==> src/rtl/jtag_seq_pkg.sv <==
// Shared opcodes, state encodings and the job record that passes between
// the byte decoder and the bit engine.
package jtag_seq_pkg;

    localparam logic [7:0] OP_SHIFT     = 8'h08;
    localparam logic [7:0] OP_TMS       = 8'h09;
    localparam logic [7:0] OP_TMS_CHAIN = 8'h0A;
    localparam logic [7:0] OP_IDLE      = 8'h0C;

    typedef enum logic [1:0] {
        PS_OP,
        PS_ARG,
        PS_CHAIN
    } parse_st_t;

    typedef enum logic [1:0] {
        EN_IDLE,
        EN_LOW,
        EN_HIGH
    } eng_st_t;

    // One burst of TCK periods: bit i of tms/tdi is applied in period i
    // (taken modulo 8). nbits is never 0.
    typedef struct packed {
        logic [7:0] tms;
        logic [7:0] tdi;
        logic [7:0] nbits;
        logic       capture;
    } jtag_job_t;

endpackage

==> src/rtl/jtag_tck_divider.sv <==
// Phase timer for TCK. While run is high, tick pulses once every
// clk_div+1 clocks. The count restarts from zero whenever run is low.
// Assumes clk_div changes only while run is low.
module jtag_tck_divider #(
    parameter int DIV_W = 8
) (
    input  logic             clk,
    input  logic             rst_n,
    input  logic             run,
    input  logic [DIV_W-1:0] clk_div,
    output logic             tick
);

    logic [DIV_W-1:0] cnt;

    assign tick = run && (cnt >= clk_div);

    // Count clocks within the current TCK phase.
    always_ff @(posedge clk) begin
        if (!rst_n || !run) begin
            cnt <= '0;
        end else if (tick) begin
            cnt <= '0;
        end else begin
            cnt <= cnt + 1'b1;
        end
    end

endmodule

==> src/rtl/jtag_cmd_parser.sv <==
// Byte decoder. It consumes opcodes and their arguments, and posts one
// job at a time into a single-entry slot that the bit engine drains.
// Unknown opcodes are dropped. Chain counts above CHAIN_MAX are clamped.
// Assumes the engine takes the slot by raising job_take.
module jtag_cmd_parser
    import jtag_seq_pkg::*;
#(
    parameter int CHAIN_MAX = 64
) (
    input  logic       clk,
    input  logic       rst_n,
    input  logic       cmd_valid,
    input  logic [7:0] cmd_data,
    input  logic [2:0] tms_steps,
    input  logic       job_take,
    output logic       cmd_ready,
    output logic       job_valid,
    output jtag_job_t  job,
    output logic       pending
);

    localparam int REM_W = $clog2(CHAIN_MAX + 1);

    parse_st_t        ps;
    logic [7:0]       op_q;
    logic [REM_W-1:0] remain;
    logic [7:0]       steps_n;
    logic             accept;

    assign cmd_ready = (ps == PS_OP) || !job_valid;
    assign accept    = cmd_valid && cmd_ready;
    assign pending   = (ps != PS_OP);

    // Map the step input to a bit count; 0 selects the default of 7.
    always_comb begin
        steps_n = (tms_steps == 3'd0) ? 8'd7 : {5'd0, tms_steps};
    end

    // Decode bytes and fill the job slot.
    always_ff @(posedge clk) begin
        if (!rst_n) begin
            ps        <= PS_OP;
            op_q      <= '0;
            remain    <= '0;
            job_valid <= 1'b0;
            job       <= '0;
        end else begin
            if (job_valid && job_take) begin
                job_valid <= 1'b0;
            end
            if (accept) begin
                case (ps)
                    PS_OP: begin
                        op_q <= cmd_data;
                        if (cmd_data == OP_TMS || cmd_data == OP_TMS_CHAIN ||
                            cmd_data == OP_SHIFT || cmd_data == OP_IDLE) begin
                            ps <= PS_ARG;
                        end
                    end
                    PS_ARG: begin
                        ps <= PS_OP;
                        case (op_q)
                            OP_TMS: begin
                                job_valid <= 1'b1;
                                job       <= '{tms: cmd_data, tdi: 8'd0,
                                               nbits: steps_n, capture: 1'b0};
                            end
                            OP_SHIFT: begin
                                job_valid <= 1'b1;
                                job       <= '{tms: 8'd0, tdi: cmd_data,
                                               nbits: 8'd8, capture: 1'b1};
                            end
                            OP_IDLE: begin
                                if (cmd_data != 8'd0) begin
                                    job_valid <= 1'b1;
                                    job       <= '{tms: 8'd0, tdi: 8'd0,
                                                   nbits: cmd_data, capture: 1'b0};
                                end
                            end
                            default: begin
                                if (cmd_data != 8'd0) begin
                                    ps     <= PS_CHAIN;
                                    remain <= (cmd_data > CHAIN_MAX) ?
                                              REM_W'(CHAIN_MAX) : REM_W'(cmd_data);
                                end
                            end
                        endcase
                    end
                    default: begin
                        job_valid <= 1'b1;
                        job       <= '{tms: cmd_data, tdi: 8'd0,
                                       nbits: steps_n, capture: 1'b0};
                        remain    <= remain - 1'b1;
                        if (remain == REM_W'(1)) begin
                            ps <= PS_OP;
                        end
                    end
                endcase
            end
        end
    end

    AST_CHAIN_BOUND: assert property (@(posedge clk) disable iff (!rst_n)
        remain <= REM_W'(CHAIN_MAX));
    AST_SLOT_HELD: assert property (@(posedge clk) disable iff (!rst_n)
        (job_valid && !job_take) |=> (job_valid && $stable(job)));
    AST_NO_EMPTY_JOB: assert property (@(posedge clk) disable iff (!rst_n)
        job_valid |-> (job.nbits != 8'd0));

endmodule

==> src/rtl/jtag_bit_engine.sv <==
// Plays one job as a train of TCK periods. Each period has a low phase and
// then a high phase, and each phase ends on a divider tick. TMS and TDI
// move only at the falling edge. TDO is sampled on the clock that raises
// TCK. When a job ends and another is waiting, the next one starts with no
// idle gap. Assumes job_valid stays high until job_ready takes the job.
module jtag_bit_engine
    import jtag_seq_pkg::*;
(
    input  logic       clk,
    input  logic       rst_n,
    input  logic       job_valid,
    input  jtag_job_t  job,
    input  logic       tick,
    input  logic       tdo_i,
    output logic       job_ready,
    output logic       active,
    output logic       tck,
    output logic       tms,
    output logic       tdi,
    output logic       rsp_valid,
    output logic [7:0] rsp_data
);

    eng_st_t    st;
    jtag_job_t  job_q;
    logic [7:0] idx;
    logic [7:0] idx_nx;
    logic [7:0] cap;
    logic       last;
    logic       finish;

    // Detect the end of the final high phase of the current job.
    always_comb begin
        idx_nx = idx + 8'd1;
        last   = (idx_nx == job_q.nbits);
        finish = (st == EN_HIGH) && tick && last;
    end

    assign job_ready = (st == EN_IDLE) || finish;
    assign active    = (st != EN_IDLE);

    // Step through the phases and load jobs.
    always_ff @(posedge clk) begin
        if (!rst_n) begin
            st        <= EN_IDLE;
            job_q     <= '0;
            idx       <= '0;
            cap       <= '0;
            tck       <= 1'b0;
            tms       <= 1'b0;
            tdi       <= 1'b0;
            rsp_valid <= 1'b0;
            rsp_data  <= '0;
        end else begin
            rsp_valid <= finish && job_q.capture;
            if (finish) begin
                rsp_data <= cap;
            end
            if (job_valid && job_ready) begin
                st    <= EN_LOW;
                job_q <= job;
                idx   <= '0;
                cap   <= '0;
                tck   <= 1'b0;
                tms   <= job.tms[0];
                tdi   <= job.tdi[0];
            end else begin
                case (st)
                    EN_LOW: begin
                        if (tick) begin
                            st  <= EN_HIGH;
                            tck <= 1'b1;
                            cap <= {tdo_i, cap[7:1]};
                        end
                    end
                    EN_HIGH: begin
                        if (tick) begin
                            tck <= 1'b0;
                            if (last) begin
                                st <= EN_IDLE;
                            end else begin
                                st  <= EN_LOW;
                                idx <= idx_nx;
                                tms <= job_q.tms[idx_nx[2:0]];
                                tdi <= job_q.tdi[idx_nx[2:0]];
                            end
                        end
                    end
                    default: ;
                endcase
            end
        end
    end

    AST_TMS_STABLE_HIGH: assert property (@(posedge clk) disable iff (!rst_n)
        (tck && $past(tck)) |-> ($stable(tms) && $stable(tdi)));
    AST_IDX_BOUND: assert property (@(posedge clk) disable iff (!rst_n)
        active |-> (idx < job_q.nbits));
    AST_RSP_AFTER_FALL: assert property (@(posedge clk) disable iff (!rst_n)
        rsp_valid |-> (!tck && $past(tck)));
    AST_RISE_WHEN_ACTIVE: assert property (@(posedge clk) disable iff (!rst_n)
        $rose(tck) |-> active);

endmodule

==> src/rtl/jtag_tms_seq.sv <==
// Top of the byte-command JTAG sequencer. It joins the decoder, the phase
// timer and the bit engine, and packs the pins into the four-bit port
// {TDI, TCK, TMS, 0}. Assumes clk_div is changed only while busy is low.
module jtag_tms_seq
    import jtag_seq_pkg::*;
#(
    parameter int DIV_W     = 8,
    parameter int CHAIN_MAX = 64
) (
    input  logic             clk,
    input  logic             rst_n,
    input  logic             cmd_valid,
    input  logic [7:0]       cmd_data,
    output logic             cmd_ready,
    input  logic [2:0]       tms_steps,
    input  logic [DIV_W-1:0] clk_div,
    input  logic             tdo_i,
    output logic [3:0]       jtag_out,
    output logic             busy,
    output logic             rsp_valid,
    output logic [7:0]       rsp_data
);

    logic      job_valid;
    logic      job_ready;
    jtag_job_t job;
    logic      pending;
    logic      active;
    logic      tick;
    logic      tck;
    logic      tms;
    logic      tdi;

    jtag_cmd_parser #(.CHAIN_MAX(CHAIN_MAX)) u_parser (
        .clk       (clk),
        .rst_n     (rst_n),
        .cmd_valid (cmd_valid),
        .cmd_data  (cmd_data),
        .tms_steps (tms_steps),
        .job_take  (job_ready),
        .cmd_ready (cmd_ready),
        .job_valid (job_valid),
        .job       (job),
        .pending   (pending)
    );

    jtag_tck_divider #(.DIV_W(DIV_W)) u_div (
        .clk     (clk),
        .rst_n   (rst_n),
        .run     (active),
        .clk_div (clk_div),
        .tick    (tick)
    );

    jtag_bit_engine u_engine (
        .clk       (clk),
        .rst_n     (rst_n),
        .job_valid (job_valid),
        .job       (job),
        .tick      (tick),
        .tdo_i     (tdo_i),
        .job_ready (job_ready),
        .active    (active),
        .tck       (tck),
        .tms       (tms),
        .tdi       (tdi),
        .rsp_valid (rsp_valid),
        .rsp_data  (rsp_data)
    );

    assign jtag_out = {tdi, tck, tms, 1'b0};
    assign busy     = pending || job_valid || active;

    AST_IDLE_TCK_LOW: assert property (@(posedge clk) disable iff (!rst_n)
        !busy |-> !jtag_out[2]);

endmodule

==> config.mk <==
export PLATFORM = sky130hd
export DESIGN_NAME = jtag_tms_seq
export DESIGN_NICKNAME = d
export VERILOG_FILES = /design/src/rtl/jtag_seq_pkg.sv /design/src/rtl/jtag_tck_divider.sv /design/src/rtl/jtag_cmd_parser.sv /design/src/rtl/jtag_bit_engine.sv /design/src/rtl/jtag_tms_seq.sv
export SDC_FILE = /design/constraint.sdc
export NUM_CORES = 1
export LEC_CHECK = 0
export ABC_AREA = 1
export BUFFER_PORTS_ARGS = -buffer_cell sky130_fd_sc_hd__buf_2
export CAP_MARGIN = 15
export CELL_PAD_IN_SITES_DETAIL_PLACEMENT = 1
export CELL_PAD_IN_SITES_GLOBAL_PLACEMENT = 1
export CORE_MARGIN = 1.5
export CORE_UTILIZATION = 40
export DETAILED_ROUTE_END_ITERATION = 8
export PLACE_DENSITY = 0.82
export SYNTH_ARGS = -nofsm -noshare
export SYNTH_HDL_FRONTEND = slang
export SYNTH_SLANG_ARGS = --single-unit
==> constraint.sdc <==
create_clock -name clk -period 2.8 [get_ports clk]
set_clock_uncertainty 0.05 [all_clocks]
set_input_delay 0.56 -clock clk [delete_from_list [all_inputs] [get_ports clk]]
set_output_delay 0.56 -clock clk [all_outputs]
set_load 0.05 [all_outputs]
# Word-level counts from Yosys, hierarchy flattened
# Cells that the tools add are included.
# totals
latchBits,0
out_inout_bits,15
ram_bits,0
word_cells,132
ff_bits,106
n_memories,0
romBits,0
in_bits,23
# op_classes
addsub,3
n_mul,0
n_div,0
eq_ne,22
n_reduce_logical,41
n_lt_le_gt_ge,3
shifts,0
n_bitwise,3
muxes,38
# op_table
cell,count
25-bit one-hot mux with 3 select lines,1
8-bit by 4-bit == test with 1-bit output (second input constant),7
25-bit one-hot mux with 2 select lines,1
25-bit 2-to-1 mux,1
7-bit 2-to-1 mux,3
1-bit 2-to-1 mux,17
8-bit by 1-bit adder with 8-bit output (second input constant),2
3-bit AND reduction,5
7-bit one-hot mux with 2 select lines,1
2-bit 2-to-1 mux,6
2-bit nonzero test,5
8-bit == test,1
8-bit greater-or-equal comparator,1
8-bit by 7-bit > comparator with 1-bit output (second input constant),1
1-bit logical OR,8
2-bit one-hot mux with 2 select lines,2
4-bit AND reduction,2
8-bit nonzero test,1
7-bit by 1-bit == test with 1-bit output (second input constant),1
7-bit by 1-bit subtractor with 7-bit output (second input constant),1
1-bit binary-select mux with 3-bit select,2
1-bit logical AND,6
2-bit by 1-bit != test with 1-bit output (second input constant),3
2-bit != test (second input constant),3
other kinds (16),29

# Depth between registers and ports, before layout
# Gate-level depths: netlist of run 1.
# logic_depth
depth_word,11
mapped_depth,15
depth_no_buf,14

# Cells and area by module
# A second synthesis of run 1 with hierarchy kept.
# hier_totals
hier_cells,784
hier_area_um2,5425.2
# modules_own_cells
module,area_each_um2,seq_area_each_um2,instances,cells_per_inst
jtag_bit_engine,2478.6,1081.0,1,345
jtag_cmd_parser,2321.0,860.8,1,351
jtag_tck_divider,580.6,160.2,1,80
jtag_tms_seq,45.0,0.0,1,8

# Worst setup path before layout of run 1
# Ideal clock, no wire load.
# synth_path
kind,input to register
start,input port clk_div[1]
end,register u_engine.job_q[4] (netlist name)
path_buffers,1
setup_slack_ns,0.551
arrival_time_ns,2.067
setup_ns,0.132
required_time_ns,2.618
path_stages,14
cell_sequence,inv_1 > ha_1 > nand2_1 > nand3b_1 > nand2_1 > nand2_1 > nand2_1 > a21oi_2 > nand3_2 > nand2_4 > nand2_4 > buf_2 > nand2_1 > a21oi_1
# synth_via
elab_chain_cells,6
# synth_rtl
element,line_no,rtl
start: declaration,jtag_tms_seq.sv:16,"input logic [DIV_W-1:0] clk_div,"
8-bit greater-or-equal comparator,jtag_tck_divider.sv:16,assign tick = run && (cnt >= clk_div);
1-bit logical AND,jtag_tck_divider.sv:16,
1-bit logical AND (2 in a row),jtag_bit_engine.sv:36,finish = (st == EN_HIGH) && tick && last;
1-bit logical OR,jtag_bit_engine.sv:39,assign job_ready = (st == EN_IDLE) || finish;
1-bit logical AND,jtag_bit_engine.sv:59,if (job_valid && job_ready) begin
end signal: assignment,jtag_bit_engine.sv:61,job_q <= job;
end: declaration,jtag_bit_engine.sv:25,jtag_job_t job_q;
# No other way between the ends.
# A chain may end at the register's enable or synchronous reset.

# Worst setup path in the final report of run 1
# layout_path
start,register u_div.cnt[0]
end,register u_engine.tck
# layout_via
elab_chain_cells,7
elab_cells_between_ends,10
cone_classes,order compare: 1; eq/ne: 2; reduce/logical: 7
# layout_rtl
element,line_no,rtl
start: declaration,jtag_tck_divider.sv:14,logic [DIV_W-1:0] cnt;
start signal: assignment,jtag_tck_divider.sv:25,cnt <= cnt + 1'b1;
8-bit greater-or-equal comparator (*),jtag_tck_divider.sv:16,
1-bit logical AND (*),jtag_tck_divider.sv:16,
1-bit logical AND (2 in a row),jtag_bit_engine.sv:36,
1-bit logical OR,jtag_bit_engine.sv:39,
1-bit logical AND,jtag_bit_engine.sv:59,
2-bit OR reduction (no source line),n/a,
end signal: assignment,jtag_bit_engine.sv:49,tck <= 1'b0;
end signal: assignment,jtag_bit_engine.sv:64,tck <= 1'b0;
end signal: assignment,jtag_bit_engine.sv:72,tck <= 1'b1;
end: declaration,jtag_bit_engine.sv:17,"output logic tck,"
# Every way passes the cells marked *; elsewhere a longest branch is shown, timed or not.

==> impl_metrics.ini, run 1 <==
[cells_and_area]
drive_gt1_frac = 0.103
area_growth_pct = 11.1
nets = 758
fillers = 1595
post-route-util = 0.459
antenna_cells = 0

[power]
p_leak_nw = 2.21
max-vdd-ir-drop_v = 0.000300
powerDensity_nw_per_um2 = 554

[global_routing]
grt_antenna_before_repair = 0
grt_max_degree = 36
first_global_vias = 4842
grt.overflow.total = 0
grt_pass1_wl_um = 22900
globalRouteTotalUtil = 0.215

[drt]
drtIter0Drc = 197
avgViaCountPerCell = 5.34
wire_per_inst_um = 15.0
wirelength_um = 13400
drtAntennaViolNets = 0
drc = 0
vias = 4783
first_pass_iters = 4

[sta]
period_minus_slack_ps = 2420
tns_ps = 0
fmax_mhz = 413
max-slew-margin-rel = 0.450
setup_violations = 0
slew_viol_final = 0
final-hold-violation-count = 0
worst_slew_pin_slew_ps = 822
rsz0062_at_grt = false
fin_crit_sh = 0.865

[logic_synthesis]
synth_flop_cell = dfxtp_1
synth_nets = 738
yosysTopAreaCellShare = 0.420
synth_compound_area_frac = 0.149
yosysMostFrequentCell = nand2_1
synthAdderAreaFrac = 0.0300
synth_xor_xnor_area_share = 0.0193
syn_area_per_cell_um2 = 7.12
synth_commonest_cells = nand2_1, dfxtp_1, a21oi_1, nand3_1
synth_cells = 703
yosysTopAreaCell = dfxtp_1
seq_area_frac_synth = 0.420
yosys_warnings = 0
ys_ff_latch = 105
synth-simple-area-share = 0.289
synth_top_family_by_area = simple AND/OR/NAND/NOR gates
muxShareOfSynthArea = 0.00400
synth-async-reset-ratio = 0
ys_types = 37
synth_area_leaders = dfxtp_1, nand2_1, a21oi_1
synth_edf_count = 0
synthesis.area_um2 = 5000

[cts]
cts_resized = 0
path_clk_slew_ps = 70
cts_sinks = 105
htreeDepth = 3
clockBufferDepth = 2
ctsHoldBuffers = 0
cts_tree = built
cts_inserted_buffers = 9
clk_latency_ps = 350
postCtsSetupBuffers = 0
cts_root_buf = clkbuf_16

[placement]
io_buffers = 36
dp_hpwl_um = 9690
gp_congestion = 0.869

[critical_path]
crit_start = u_div.cnt[0]$_SDFF_PP0_
endpoint_kind = flip-flop
crit_required_ps = 2970
rr_startpoint = u_div.cnt[0]$_SDFF_PP0_
cp_max_fo = 31
arrival_ps = 2590
critical_path_class = reg -> reg
cp-start-kind = flip-flop

[floorplanning]
coreArea_um2 = 12100
start_util = 0.413
rows = 40
die-width_um = 115
fp.dieH_um = 115
ioPinCount = 38
dieArea_um2 = 13200

[run_status]
status = finished clean

[job]
max_cap_viol_count = 0

[hold_path]
worstHoldPathType = reg -> reg
hold_start = u_engine.job_q[0]$_SDFFE_PN0P_
worst max-delay path, cell delays in order (launching register included):
cell	delay (ps)
dfxtp_1	380
inv_1	60
ha_1	260
nand2_1	40
nand3b_1	80
nand2_1	50
nand2_1	50
nand2_1	70
a21oi_2	400
nand3_2	190
nand2_4	110
nand2_4	190
nand2_4	260
a21oi_1	80
registers in the layout, summed over array words and instances (netlist names), 2 cells and up:
register and flops:
u_engine.rsp_data 8, u_parser.job 25, u_engine.idx 8, u_engine.cap 8, u_parser.ps 2, u_parser.op_q 8
u_parser.remain 7, u_engine.job_q 25, u_div.cnt 8
worst paths after layout:
kind,endpoint,slack [ps],cells after the start
max,u_engine.tck$_SDFFE_PP0P_,380,13
min,u_engine.rsp_valid$_SDFF_PN0_,400,2
max reg2reg,u_engine.tck$_SDFFE_PP0P_,380,13
min reg2reg,u_engine.rsp_valid$_SDFF_PN0_,400,2
layout make-up:
class	instances	area, um2	area share
Timing Repair Buffer	46	268	0.0482
Clock inverter	7	52.6	0.00946
Clock buffer	9	225	0.0405
Tap cell	168	210	0.0378
Multi-Input combinational cell	497	2460	0.443
Sequential cell	105	2100	0.378
Inverter	64	240	0.0432
stage by stage:
stage	total power [W]	setup slack, ps	instance area, um2	std cells	hold slack (ps)
2_1_floorplan	0.00181	551	5000	703	365
3_3_place_gp	0.00189	147	5280	880	394
3_5_place_dp	0.00191	117	5280	880	398
4_1_cts	0.00310	359	5560	896	403
5_1_grt	0.00321	105	5560	896	413
6_report	0.00308	379	5560	896	401
layer usage:
layer	track usage	routed length [um]
met3	0.0348	431
met1	0.278	6190
met2	0.371	6620
met5	0	0
met4	0.0658	180
placed cells by master (no fill, tap or decap), types with 3 or more instances in the layout:
master     count
nor3_1        12
inv_6          4
nand3_1       75
nor4_1         3
xor2_1         9
buf_4          9
inv_1         61
a31oi_1        3
o221ai_1       3
buf_2         36
clkbuf_16      9
o21ai_0       38
o22ai_1        5
ha_1          12
nand2_1      156
nor2_1        61
nand2_2        3
a21oi_1       84
nand4_1       11
nand2_4        3
dfxtp_1      105
cells by family after synthesis:
kind of cell	after synthesis
compound gates	140
xor+xnor	11
fa+ha+maj	12
buf+inv	101
flops	105
mux	2
other cells	1
simple gates	331
power by group:
group	internal (W)	total [W]	switching, W
Sequential	0.00152	0.00155	0.0000235
Clock	0.000613	0.00120	0.000588
Combinational	0.000103	0.000330	0.000226
Total	0.00224	0.00308	0.000838
Power figures use the tool's default switching activity.
==> run 2, diff against run 1 <==
- CORE_ASPECT_RATIO: not set -> 1.75
- CORE_UTILIZATION: 40 -> 44
- PLACE_DENSITY: 0.82 -> 0.88
==> run 2 against run 1 <==
  * Clock power up 8%
  * Global-route usage rose by 3.9 points
  * Die area fell by 8.7%
  * First-iteration DRC count fell by 8.1%
  * Non-clock buffer count up 3
  * Flip-flop and latch count is the same
  * Core utilization increased by 4.1 points
  * Setup slack got worse by 140 ps
  * Maximum frequency shrank 5.4%
  * Count of clock-buffer cells in the layout unchanged
  * Critical endpoint is now u_engine.job_q[2]$_SDFFE_PN0P_
  * Highest routed layer unchanged
==> impl_metrics.ini, run 2 (same netlist as run 1, synthesis figures left out) <==
[cts]
cts_resized = 0
postCtsSetupBuffers = 0
clk_latency_ps = 350
cts_inserted_buffers = 9
clockBufferDepth = 2
ctsHoldBuffers = 0
cts_tree = built
cts_sinks = 105
path_clk_slew_ps = 70
cts_root_buf = clkbuf_16
htreeDepth = 3

[drt]
drtIter0Drc = 181
wirelength_um = 14700
dr_wl_met3_um = 344
drc = 0
vias = 4823
avgViaCountPerCell = 5.59
drtAntennaViolNets = 0
first_pass_iters = 4
wire_per_inst_um = 17.0
met1_length_um = 5260
wl_met2_um = 8400
highest_layer = met4

[critical_path]
crit_chain = ha_1, inv_1, nand2_1, nand2_1, nand2_1, nand2_1, nor2_1, nand3_1, nor2_2, nand3_2, nand2_4, buf_4, nand3_1, a21oi_1
endpoint_kind = flip-flop
critPathMaxStageDelay_ps = 430
arrival_ps = 2790
crit_family = simple AND/OR/NAND/NOR gates
cp_common_cell = nand2_1
path_depth = 14
reg2reg_slack_ps = 240
worst-path-buf-inv = 2
cp-start-kind = flip-flop
critical_path_class = reg -> reg
crit_path_top_delay_cell = dfxtp_1
rr_worst_depth = 14
regToRegEndpoint = u_engine.job_q[2]$_SDFFE_PN0P_
cp_max_fo = 25
crit_required_ps = 3030
crit_start = u_engine.idx[1]$_SDFFE_PP0P_
rr_startpoint = u_engine.idx[1]$_SDFFE_PP0P_

[global_routing]
grt_antenna_before_repair = 0
grt_max_degree = 52
grt_pass1_wl_um = 24500
first_global_vias = 5214
grt.overflow.total = 0
globalRouteTotalUtil = 0.254

[sta]
fin_crit_sh = 0.914
setup_ws_ps = 242
max-slew-margin-rel = 0.612
tns_ps = 0
slew_viol_final = 0
fmax_mhz = 391
worst_slew_pin_slew_ps = 579
final-hold-violation-count = 0
setup_violations = 0
period_minus_slack_ps = 2560
rsz0062_at_grt = false

[placement]
post-place-ws_ps = -75.5
gp_congestion = 0.929
dpl-instance-area_um2 = 5250
dp_hpwl_um = 11000
io_buffers = 36

[cells_and_area]
layout_common_cells = nand2_1, dfxtp_1, a21oi_1, nand3_1
antenna_cells = 0
area_growth_pct = 10.9
drive_gt1_frac = 0.108
nets = 761
fillers = 1477
top_regs = u_engine.job_q: 25 flops, u_parser.job: 25 flops
final_common_cell = nand2_1
design_area_um2 = 5550
post-route-util = 0.500

[hold_path]
hold_path_depth = 2
holdPathEnd = u_engine.rsp_valid$_SDFF_PN0_
worstHoldPathType = reg -> reg
hold_start = u_engine.job_q[0]$_SDFFE_PN0P_

[power]
max-vdd-ir-drop_v = 0.000328
p_leak_nw = 2.23
powerDensity_nw_per_um2 = 572

[floorplanning]
rows = 51
fp.dieH_um = 144
dieArea_um2 = 12000
start_util = 0.451
ioPinCount = 38
die-width_um = 83.6
coreArea_um2 = 11100

[job]
max_cap_viol_count = 0

[run_status]
status = finished clean
[run 2: changes by cell type in the layout (fill, tap and decap cells not counted)]
| cell | change |
|---|---|
| inv_6 | -3 |
| inv_8 | +1 |
| buf_12 | -1 |
| bufinv_16 | +1 |
| clkinv_4 | +1 |
| nand2_1 | -1 |
| nand2_2 | +1 |
| buf_4 | +4 |
[run 2: worst max-delay path by stage]
stage / end / slack [ps]
2_1_floorplan: u_engine.job_q[4]$_SDFFE_PN0P_ / 550
3_3_place_gp: u_engine.idx[6]$_SDFFE_PP0P_ / 150
3_5_place_dp: u_engine.tck$_SDFFE_PP0P_ / -80
4_1_cts: u_engine.tms$_SDFFE_PN0P_ / 240
5_1_grt: u_engine.job_q[0]$_SDFFE_PN0P_ / 5
6_report: u_engine.job_q[2]$_SDFFE_PN0P_ / 240
[run 2: cell type report]
cell class,instances,area [um2],share of cell area
clock buffers,9,225,0.0406
clock inverters,7,76.3,0.0138
inverters,64,240,0.0433
multi-input cells,497,2460,0.444
flip-flops and latches,105,2100,0.379
well taps,132,165,0.0298
repair buffers,49,278,0.0501
[run 2: worst register-to-register path: cells and delay by family (launching register included)]
| kind | cells | cell delay [ps] |
|---|---|---|
| AOI/OAI and AO/OA | 1 | 180 |
| adders and majority gates | 1 | 290 |
| buffers and inverters | 2 | 330 |
| DFF | 1 | 430 |
| and+or+nand+nor | 10 | 1200 |
[run 2: metal layers]
layer / global-route usage / vias to the layer above
li1: - / 2374
met1: 0.239 / 2320
met2: 0.506 / 84
met3: 0.0325 / 45
met4: 0.167 / 0
met5: 0 / -
[run 2: through the flow]
step | std cells | total power, W | hold WS, ps
after floorplan | 703 | 0.00181 | 365
after global placement | 847 | 0.00190 | 399
after detailed placement | 847 | 0.00192 | 392
after CTS | 863 | 0.00320 | 403
after global routing | 863 | 0.00330 | 426
final | 863 | 0.00318 | 396
[run 2: report_power, final]
group	switching, W	internal (W)	total [W]	leakage [nW]
Sequential	0.0000252	0.00152	0.00155	0.848
Combinational	0.000228	0.000105	0.000333	1.24
Clock	0.000591	0.000702	0.00129	0.148
